--- config.mk ---
export PLATFORM = sky130hd
export DESIGN_NAME = uart_dma_req
export DESIGN_NICKNAME = d
export VERILOG_FILES = /design/src/rtl/uart_dma_req_pkg.sv /design/src/rtl/uart_dma_tx_req.sv /design/src/rtl/uart_dma_rx_req.sv /design/src/rtl/uart_dma_req.sv
export SDC_FILE = /design/constraint.sdc
export NUM_CORES = 1
export LEC_CHECK = 0
export CORE_AREA = 10 10 47 49
export CTS_BUF_LIST = sky130_fd_sc_hd__clkbuf_4 sky130_fd_sc_hd__clkbuf_8
export DETAILED_ROUTE_END_ITERATION = 7
export DIE_AREA = 0 0 57 59
export GPL_TIMING_DRIVEN = 0
export HOLD_SLACK_MARGIN = 0.03
export SLEW_MARGIN = 20
export SYNTH_ARGS = -nofsm -noshare
export SYNTH_HDL_FRONTEND = slang
export SYNTH_SLANG_ARGS = --single-unit
--- constraint.sdc ---
create_clock -name clk -period 1.2 [get_ports clk]
set_input_delay 0.24 -clock clk [delete_from_list [all_inputs] [get_ports clk]]
set_output_delay 0.24 -clock clk [all_outputs]
set_load 0.05 [all_outputs]
--- src/rtl/uart_dma_req_pkg.sv ---
package uart_dma_req_pkg;

    typedef enum logic {
        DMA_SINGLE = 1'b0,
        DMA_BLOCK  = 1'b1
    } dma_mode_e;

    typedef struct packed {
        logic      fifo_en;
        dma_mode_e mode;
    } dma_cfg_t;

    // Block-mode rules apply only with FIFOs on and block mode selected
    function automatic logic block_rules(input dma_cfg_t cfg);
        return cfg.fifo_en && (cfg.mode == DMA_BLOCK);
    endfunction

    // Receive trigger level for a 2-bit select
    function automatic int unsigned rx_trig_level(input logic [1:0] sel);
        case (sel)
            2'b00:   return 1;
            2'b01:   return 4;
            2'b10:   return 8;
            default: return 14;
        endcase
    endfunction

endpackage

--- src/rtl/uart_dma_tx_req.sv ---
module uart_dma_tx_req
    import uart_dma_req_pkg::*;
#(
    parameter int DEPTH = 16,
    parameter int CW    = $clog2(DEPTH + 1)
) (
    input  logic          clk,
    input  logic          rst,
    input  logic          blk,
    input  logic [CW-1:0] fill,
    output logic          req_n
);

    localparam logic [CW-1:0] FULL = CW'(DEPTH);

    logic req_n_nxt;

    always_comb begin
        if (blk) req_n_nxt = (fill == FULL);
        else     req_n_nxt = (fill != '0);
    end

    always_ff @(posedge clk) begin
        if (rst) req_n <= 1'b0;
        else     req_n <= req_n_nxt;
    end

    AST_TX_EMPTY_READY: assert property (@(posedge clk) disable iff (rst)
        (!blk && fill == '0) |=> !req_n);

    AST_TX_SINGLE_BUSY: assert property (@(posedge clk) disable iff (rst)
        (!blk && fill != '0) |=> req_n);

    AST_TX_BLOCK_FULL: assert property (@(posedge clk) disable iff (rst)
        (blk && fill == FULL) |=> req_n);

    AST_TX_BLOCK_ROOM: assert property (@(posedge clk) disable iff (rst)
        (blk && fill < FULL) |=> !req_n);

endmodule

--- src/rtl/uart_dma_rx_req.sv ---
module uart_dma_rx_req
    import uart_dma_req_pkg::*;
#(
    parameter int DEPTH = 16,
    parameter int CW    = $clog2(DEPTH + 1)
) (
    input  logic          clk,
    input  logic          rst,
    input  logic          blk,
    input  logic [CW-1:0] fill,
    input  logic [1:0]    trig_sel,
    input  logic          timeout,
    output logic          req_n
);

    logic [CW-1:0] level;
    logic          reached;
    logic          req_n_nxt;

    assign level   = CW'(rx_trig_level(trig_sel));
    assign reached = (fill >= level);

    always_comb begin
        if (fill == '0)              req_n_nxt = 1'b1;
        else if (!blk)               req_n_nxt = 1'b0;
        else if (reached || timeout) req_n_nxt = 1'b0;
        else                         req_n_nxt = req_n;
    end

    always_ff @(posedge clk) begin
        if (rst) req_n <= 1'b1;
        else     req_n <= req_n_nxt;
    end

    AST_RX_EMPTY_IDLE: assert property (@(posedge clk) disable iff (rst)
        (fill == '0) |=> req_n);

    AST_RX_SINGLE_DATA: assert property (@(posedge clk) disable iff (rst)
        (!blk && fill != '0) |=> !req_n);

    AST_RX_TRIGGER: assert property (@(posedge clk) disable iff (rst)
        (blk && fill != '0 && fill >= level) |=> !req_n);

    AST_RX_TIMEOUT: assert property (@(posedge clk) disable iff (rst)
        (blk && fill != '0 && timeout) |=> !req_n);

    AST_RX_HOLD: assert property (@(posedge clk) disable iff (rst)
        (blk && fill != '0 && fill < level && !timeout) |=> $stable(req_n));

endmodule

--- src/rtl/uart_dma_req.sv ---
module uart_dma_req
    import uart_dma_req_pkg::*;
#(
    parameter  int DEPTH = 16,
    localparam int CW    = $clog2(DEPTH + 1)
) (
    input  logic          clk,
    input  logic          rst,
    input  logic          fifo_en,
    input  logic          dma_mode,
    input  logic [CW-1:0] tx_fill,
    input  logic [CW-1:0] rx_fill,
    input  logic [1:0]    rx_trig_sel,
    input  logic          rx_timeout,
    output logic          tx_req_n,
    output logic          rx_req_n
);

    dma_cfg_t cfg;
    logic     blk;

    assign cfg.fifo_en = fifo_en;
    assign cfg.mode    = dma_mode_e'(dma_mode);
    assign blk         = block_rules(cfg);

    uart_dma_tx_req #(.DEPTH(DEPTH), .CW(CW)) u_tx (
        .clk   (clk),
        .rst   (rst),
        .blk   (blk),
        .fill  (tx_fill),
        .req_n (tx_req_n)
    );

    uart_dma_rx_req #(.DEPTH(DEPTH), .CW(CW)) u_rx (
        .clk      (clk),
        .rst      (rst),
        .blk      (blk),
        .fill     (rx_fill),
        .trig_sel (rx_trig_sel),
        .timeout  (rx_timeout),
        .req_n    (rx_req_n)
    );

    AST_RESET_IDLE: assert property (@(posedge clk)
        rst |=> (!tx_req_n && rx_req_n));

    AST_DISABLED_TX: assert property (@(posedge clk) disable iff (rst)
        (!fifo_en && tx_fill != '0) |=> tx_req_n);

endmodule

# After elaboration in Yosys (flattened, before gate mapping)
# Cells that the tools add are included.
[word_totals]
regBits = 2
output_inout_bits = 2
wordCells = 17
[classes]
magnitude_cmp = 1
n_eq_ne = 4
muxes = 4
n_reduce_logical = 6
[op_table]
columns = ["cell", "count"]
rows = [
  ["case mux 4 bit (3 select lines)", 1],
  ["equality test 5 bit, second input constant", 1],
  ["greater-or-equal comparator 5 x 4 -> 1 bit", 1],
  ["zero test 5 bit", 1],
  ["nonzero test 5 bit", 1],
  ["2-to-1 mux 1 bit", 3],
  ["equality test 2 x 1 -> 1 bit, second input constant", 1],
  ["equality test 2 bit, second input constant", 1],
  ["zero test 2 bit", 1],
  ["!= test 2 bit, second input constant", 1],
  ["OR reduction 2 bit", 1],
  ["logical AND 1 bit", 1],
  ["logical OR 1 bit", 1],
]

# Logic depth before layout (Yosys ltp)
# Gate-level depths: netlist (run 1).
[depth]
word_depth = 6
ltp_mapped = 6
depth_no_buf = 6

# Modules after synthesis
# Synthesis (run 1) repeated with hierarchy kept, for this count alone.
[unflattened]
cells_unflattened = 25
hier_area_um2 = 203.9
[by_module_without_submodules]
columns = ["mod", "instances", "cells_per_inst", "area_each_um2", "seq_area_each_um2"]
rows = [
  ["uart_dma_rx_req", 1, 19, 143.9, 20.0],
  ["uart_dma_tx_req", 1, 5, 53.8, 20.0],
  ["uart_dma_req", 1, 1, 6.3, 0.0],
]

# Worst setup path after synthesis (run 1)
# No wires, ideal clock.
[synth_path]
path_type = "input -> register"
from = "input rx_trig_sel[1]"
to = "register u_rx.req_n"
setup_time_ns = 0.060
t_arrival_ns = 1.093
path_slack_ns = 0.047
cell_stages = 6
path_buffers = 0
path_cell_list = "nor2_1 -> ha_1 -> nand2b_1 -> a211oi_1 -> o2111ai_1 -> nand2_1"
[synth_via]
elab_chain_cells = 5
elab_cells_between_ends = 7
cone_classes = "order compare: 1; eq/ne: 3; mux: 1; reduce/logical: 2"
[synth_lines]
columns = ["element", "line", "text"]
rows = [
  ["start: declaration", "uart_dma_req.sv:13", "input logic [1:0] rx_trig_sel,"],
  ["equality test 2 bit, or another cell as far along", "uart_dma_req_pkg.sv:20", "case (sel)"],
  ["case mux 4 bit (3 select lines) (*)", "uart_dma_req_pkg.sv:20", ""],
  ["greater-or-equal comparator 5 x 4 -> 1 bit (*)", "uart_dma_rx_req.sv:21", "assign reached = (fill >= level);"],
  ["logical OR 1 bit (*)", "uart_dma_rx_req.sv:26", "else if (reached || timeout) req_n_nxt = 1'b0;"],
  ["!= test 2 bit (no source line) (*)", "n/a", ""],
  ["end signal: assignment", "uart_dma_rx_req.sv:32", "else req_n <= req_n_nxt;"],
  ["end: declaration", "uart_dma_rx_req.sv:13", "output logic req_n"],
]
# Mark *: on every way between the ends. The rest lies on a longest branch, timed or not.
# A chain may end at the register's enable or synchronous reset.

# Final worst setup path (run 1)
[layout_path]
from = "input rx_fill[2]"
to = "register u_rx.req_n"
[layout_via]
elab_chain_cells = 3
elab_cells_between_ends = 5
cone_classes = "order compare: 1; eq/ne: 1; reduce/logical: 3"
[layout_lines]
columns = ["element", "line", "text"]
rows = [
  ["start: declaration", "uart_dma_req.sv:12", "input logic [CW-1:0] rx_fill,"],
  ["greater-or-equal comparator 5 x 4 -> 1 bit", "uart_dma_rx_req.sv:21", ""],
  ["logical OR 1 bit", "uart_dma_rx_req.sv:26", ""],
  ["!= test 2 bit (no source line)", "n/a", ""],
]
# Several ways; a longest one is shown, not always the timed one.

==> metrics.txt, run 1 <==
status completed; Worst Skew 0 ns; CP delay by family, top buffers and inverters; CTS buffer count 3; Synth Warn # 0; Synth cell types 14; area grow syn2layout 152%; Max-Cap Viols 0; synthesized cell area 184 um2; largest net degree at the start of global routing 4; Synth area leader ha_1; final hold violation count 0; Bufs and invs on worst path 1; via/cell ratio 4.08; Mean Syn Cell Area 8.36 um2; clock power share 0.429; combinational power share 0.358; vias in the first global route 325; fin crit share 0.955; gr ovfl total 0; syn nets 43; GPL Wtd Cong 0.698; sequential share of power 0.213; clk root buf clkbuf_4; net switching power figure 0.0887 mW; die height 59 um; Post-Syn Instances 22; Max IR drop VDD 0.256 mV; crit path DAT 1.26 ns; Power Density 741 nW/um2; die area 3360 um2; switch share 0.259; worst hold path class in2reg; drt pass-1 iters 4; dpl cells 56; crit path max fanout 2; sequential fraction of the synthesis area 0.218; Rows 14; synthesized flop and latch total 2; Internal 0.254 mW; RSZ-0062 raised after global routing false; clock latency on the worst-skew pair 0.22 ns; leakage 0.230 nW; Yosys top cell area share 0.272; core area 1400 um2; Total Routed Length 731 um; Initial Util 0.131; post-route cell area 463 um2; DRC viols 0; Worst Setup End Kind register; Total GRT Usage 0.0458; post-layout util 0.330; kind of critical path in2reg; I/O pins 19; Max-slew headroom 0.813; antenna fix cells 0; Worst-path clk slew 0.03 ns; Final Critical Period 1.15 ns; initial antenna violation count 0; Fill cells 163; TritonCTS clock tree built; input/output buffers 18; die width 57 um; Final nets 70; Final Slew Violations 0; commonest non-fill, non-tap cells in the layout 7 x clkdlybuf4s50_1, 4 x buf_4; DR vias 257; area post-placement 384 um2; Critical Path, Cell by Cell clkdlybuf4s50_1, ha_1, o21ai_0, o2111ai_1, nand2_1; CP required 1.31 ns; layout cells sized above 1 0.383; Starting DRT DRC Count 6; global-route wire length before repair 1240 um; synth top area cells ha_1 27%, dfxtp_1 22%, inv_1 6.1%; f_max 872 MHz; Largest stage delay, worst path 0.43 ns; final cell count without fillers 63; Worst-Margin Slew 0.281 ns; Clock Path Buffers 2; Setup-failing EPs final 0; wire per inst 11.6 um; H-tree levels 1; slowest cell on the critical path clkdlybuf4s50_1; Final ANT Viol Nets 0; CP startpoint kind input port; TritonCTS sink count 2; most common cell after layout, fill and taps aside clkdlybuf4s50_1
-- per-layer routing --
metal  vias to the layer above  global-route usage  wire [um]
li1                        133                   -          -
met1                       110              0.0403        288
met2                        14              0.0698        333
met3                         0              0.0386        109
met4                         0              0.0302          0
met5                         -                   0          0
-- cells in the mapped netlist (all sizes together) --
cell     instances
o21ai            1
nand2b           1
nor4             1
nor2             2
nor4b            1
a311oi           1
or4              1
inv              3
a21oi            1
dfxtp            2
nand2            2
ha               4
o2111ai          1
a211oi           1
-- registers in the layout, indices dropped and copies added (netlist names) --
name,count
u_rx.req_n,1
u_tx.req_n,1
-- final cells by class --
type,instances,area [um2],share of cell area
inverter,3,11.3,0.0243
sequential,2,40.0,0.0865
multi-input combinational,17,163,0.351
timing repair buffer,22,206,0.446
clock buffer,3,22.5,0.0486
tap,16,20.0,0.0432
-- final timing paths --
check	depth (start not counted)	startpoint	slack [ns]	end
setup / recovery	5	rx_fill[2]	0.05	u_rx.req_n
hold / removal	3	tx_fill[3]	0.36	u_tx.req_n
setup reg to reg	3	u_rx.req_n	0.44	u_rx.req_n
hold reg to reg	3	u_rx.req_n	0.60	u_rx.req_n
-- worst register-to-register path: stages (launching register included) --
cell and delay, ns:
dfxtp_1 0.31, nor4b_2 0.19, o2111ai_1 0.13, nand2_1 0.08
-- power groups by stage --
| stage | Clock (mW) | Sequential (mW) | Combinational (mW) |
|---|---|---|---|
| after global routing | 0.167 | 0.0738 | 0.135 |
| after global placement | 0 | 0.0740 | 0.110 |
| final | 0.147 | 0.0731 | 0.123 |
| after floorplan | 0 | 0.0905 | 0.0235 |
| after CTS | 0.157 | 0.0732 | 0.126 |
| after detailed placement | 0 | 0.0741 | 0.113 |
-- repair_timing --
| item | 4_1_cts | 5_1_grt |
|---|---|---|
| setup endpoints to repair | 4 | 2 |
| buffers inserted | 4 | 0 |
| pin swaps | 8 | 8 |
| hold buffers | 0 | 0 |
| resized for setup | 17 | 9 |
-- metrics by stage --
stage	TNS [ns]	power (mW)	hold WS [ns]	setup WS (ns)
finish	0	0.343	0.362	0.0537
global route	0	0.376	0.390	0.00111
CTS	0	0.357	0.456	0.0103
detailed placement	-1.17	0.187	0.593	-0.536
global placement	-1.16	0.184	0.593	-0.537
floorplan	0	0.114	0.312	0.0466
-- cells by family (layout without fill, tap and decap cells) --
logic type / count (synthesis) / after routing / synth area share
fa+ha+maj: 4 / 4 / 0.272
flops: 2 / 2 / 0.218
compound gates: 5 / 5 / 0.190
simple gates: 8 / 8 / 0.259
buf+inv: 3 / 28 / 0.0612
Note: power is estimated with default switching activity, not from simulation.
==> inputs of run 2 (changes only) <==
--- a/config.mk
+++ b/config.mk
@@ -9,6 +9,7 @@
 export CTS_BUF_LIST = sky130_fd_sc_hd__clkbuf_4 sky130_fd_sc_hd__clkbuf_8
 export DETAILED_ROUTE_END_ITERATION = 7
 export DIE_AREA = 0 0 57 59
+export GPL_ROUTABILITY_DRIVEN = 0
 export GPL_TIMING_DRIVEN = 0
 export HOLD_SLACK_MARGIN = 0.03
 export SLEW_MARGIN = 20
==> constraint.sdc (replaced) <==
create_clock -name clk -period 1.3 [get_ports clk]
set_input_delay 0.26 -clock clk [delete_from_list [all_inputs] [get_ports clk]]
set_output_delay 0.26 -clock clk [all_outputs]
set_load 0.05 [all_outputs]
==> metrics.txt, run 2 (same netlist as run 1, synthesis figures left out) <==
post-route cell area 464 um2; CP required 1.47 ns; core area 1400 um2; input/output buffers 18; Worst Hold End u_tx.req_n; Total Routed Length 739 um; CP startpoint rx_fill[1]; antenna fix cells 0; leakage 0.230 nW; die area 3360 um2; crit path DAT 1.40 ns; CP startpoint kind input port; post-layout util 0.331; crit path max fanout 2; Worst Skew 0 ns; hold depth 3; Clock Path Buffers 2; Setup-failing EPs final 0; Worst-path clk slew 0.03 ns; Worst-Margin Slew 0.281 ns; Worst Setup End Kind register; I/O pins 19; DRC viols 0; Starting DRT DRC Count 3; drt pass-1 iters 3; via/cell ratio 4.08; Final Slew Violations 0; global-route wire length before repair 1240 um; wire per inst 11.7 um; reg2reg start u_rx.req_n; vias in the first global route 326; TritonCTS clock tree built; Final nets 70; H-tree levels 1; die width 57 um; Final Critical Period 1.23 ns; final hold violation count 0; most common cell after layout, fill and taps aside clkdlybuf4s50_1; terminus of the critical flop-to-flop path u_rx.req_n; DR vias 257; Hold Crit Start tx_fill[3]; routing usage on met1 0.0403; GR peak layer met2; die height 59 um; r2r worst-path depth 3; largest net degree at the start of global routing 4; hold_ws 0.387 ns; TritonCTS sink count 2; Worst R2R Setup Slack 0.55 ns; status completed; GR Util met3 0.0386; Regs by FF count u_rx.req_n (1), u_tx.req_n (1); Final ANT Viol Nets 0; dpl cells 56; initial antenna violation count 0; Initial Util 0.131; Power Density 687 nW/um2; gr ovfl total 0; layout cells sized above 1 0.319; f_max 810 MHz; clock latency on the worst-skew pair 0.22 ns; final cell count without fillers 63; RSZ-0062 raised after global routing false; commonest non-fill, non-tap cells in the layout 10 x clkdlybuf4s50_1, 4 x ha_1, 4 x buf_4; clk root buf clkbuf_4; area grow syn2layout 152%; Max-slew headroom 0.813; met2 usage 0.0698; Total GRT Usage 0.0458; total power draw 0.319 mW; Max-Cap Viols 0; fin crit share 0.950; Fill cells 163; kind of critical path in2reg; Rows 14; Max IR drop VDD 0.240 mV; CTS buffer count 3; area post-placement 384 um2; worst hold path class in2reg
run 2: worst max path at each step:
| stage | end | slack, ns |
|---|---|---|
| 2_1_floorplan | u_rx.req_n | 0.13 |
| 3_3_place_gp | u_rx.req_n | -0.46 |
| 3_5_place_dp | u_rx.req_n | -0.46 |
| 4_1_cts | tx_req_n | 0.01 |
| 5_1_grt | u_rx.req_n | 0.005 |
| 6_report | u_rx.req_n | 0.07 |
run 2: layer usage:
layer  vias to the layer above  routed length, um
li1                        133                  -
met1                       110                298
met2                        14                331
met3                         0                110
met4                         0                  0
met5                         -                  0
run 2: power breakdown:
part           internal, mW  switching, mW
logic                0.0691         0.0466
registers            0.0662        0.00125
clock network         0.102         0.0341
total                 0.237         0.0820
run 2: layout make-up:
type	instances	area, um2	area share
clock buffers	3	22.5	0.0485
inverters	3	11.3	0.0243
multi-input cells	17	160	0.345
flip-flops and latches	2	40.0	0.0863
well taps	16	20.0	0.0431
repair buffers	22	210	0.453
run 2: metrics by stage:
| step | setup TNS [ns] | worst slack, ns |
|---|---|---|
| 3_3_place_gp | -0.836 | -0.457 |
| 3_5_place_dp | -0.850 | -0.456 |
| 6_report | 0 | 0.0651 |
| 5_1_grt | 0 | 0.00529 |
| 2_1_floorplan | 0 | 0.127 |
| 4_1_cts | 0 | 0.0126 |
run 2: timing repair:
action / 4_1_cts / 5_1_grt
setup buffers: 4 / 0
endpoints found under the setup margin: 4 / 3
hold buffers: 0 / 0
pin swaps: 5 / 3
resized for setup: 11 / 6
run 2: worst max-delay path: stages:
cell and delay (ns):
clkdlybuf4s50_1 0.49, ha_1 0.25, a211oi_2 0.22, o2111ai_1 0.12, nand2_1 0.07
==> inputs of run 3 (changes only) <==
--- a/config.mk
+++ b/config.mk
@@ -5,6 +5,7 @@
 export SDC_FILE = /design/constraint.sdc
 export NUM_CORES = 1
 export LEC_CHECK = 0
+export CAP_MARGIN = 20
 export CORE_AREA = 10 10 47 49
 export CTS_BUF_LIST = sky130_fd_sc_hd__clkbuf_4 sky130_fd_sc_hd__clkbuf_8
 export DETAILED_ROUTE_END_ITERATION = 7
@@ -12,7 +13,6 @@
 export GPL_ROUTABILITY_DRIVEN = 0
 export GPL_TIMING_DRIVEN = 0
 export HOLD_SLACK_MARGIN = 0.03
-export SLEW_MARGIN = 20
 export SYNTH_ARGS = -nofsm -noshare
 export SYNTH_HDL_FRONTEND = slang
 export SYNTH_SLANG_ARGS = --single-unit
==> results of run 3 <==
Same layout as run 2: the final DEF is identical, and so are final timing and power.
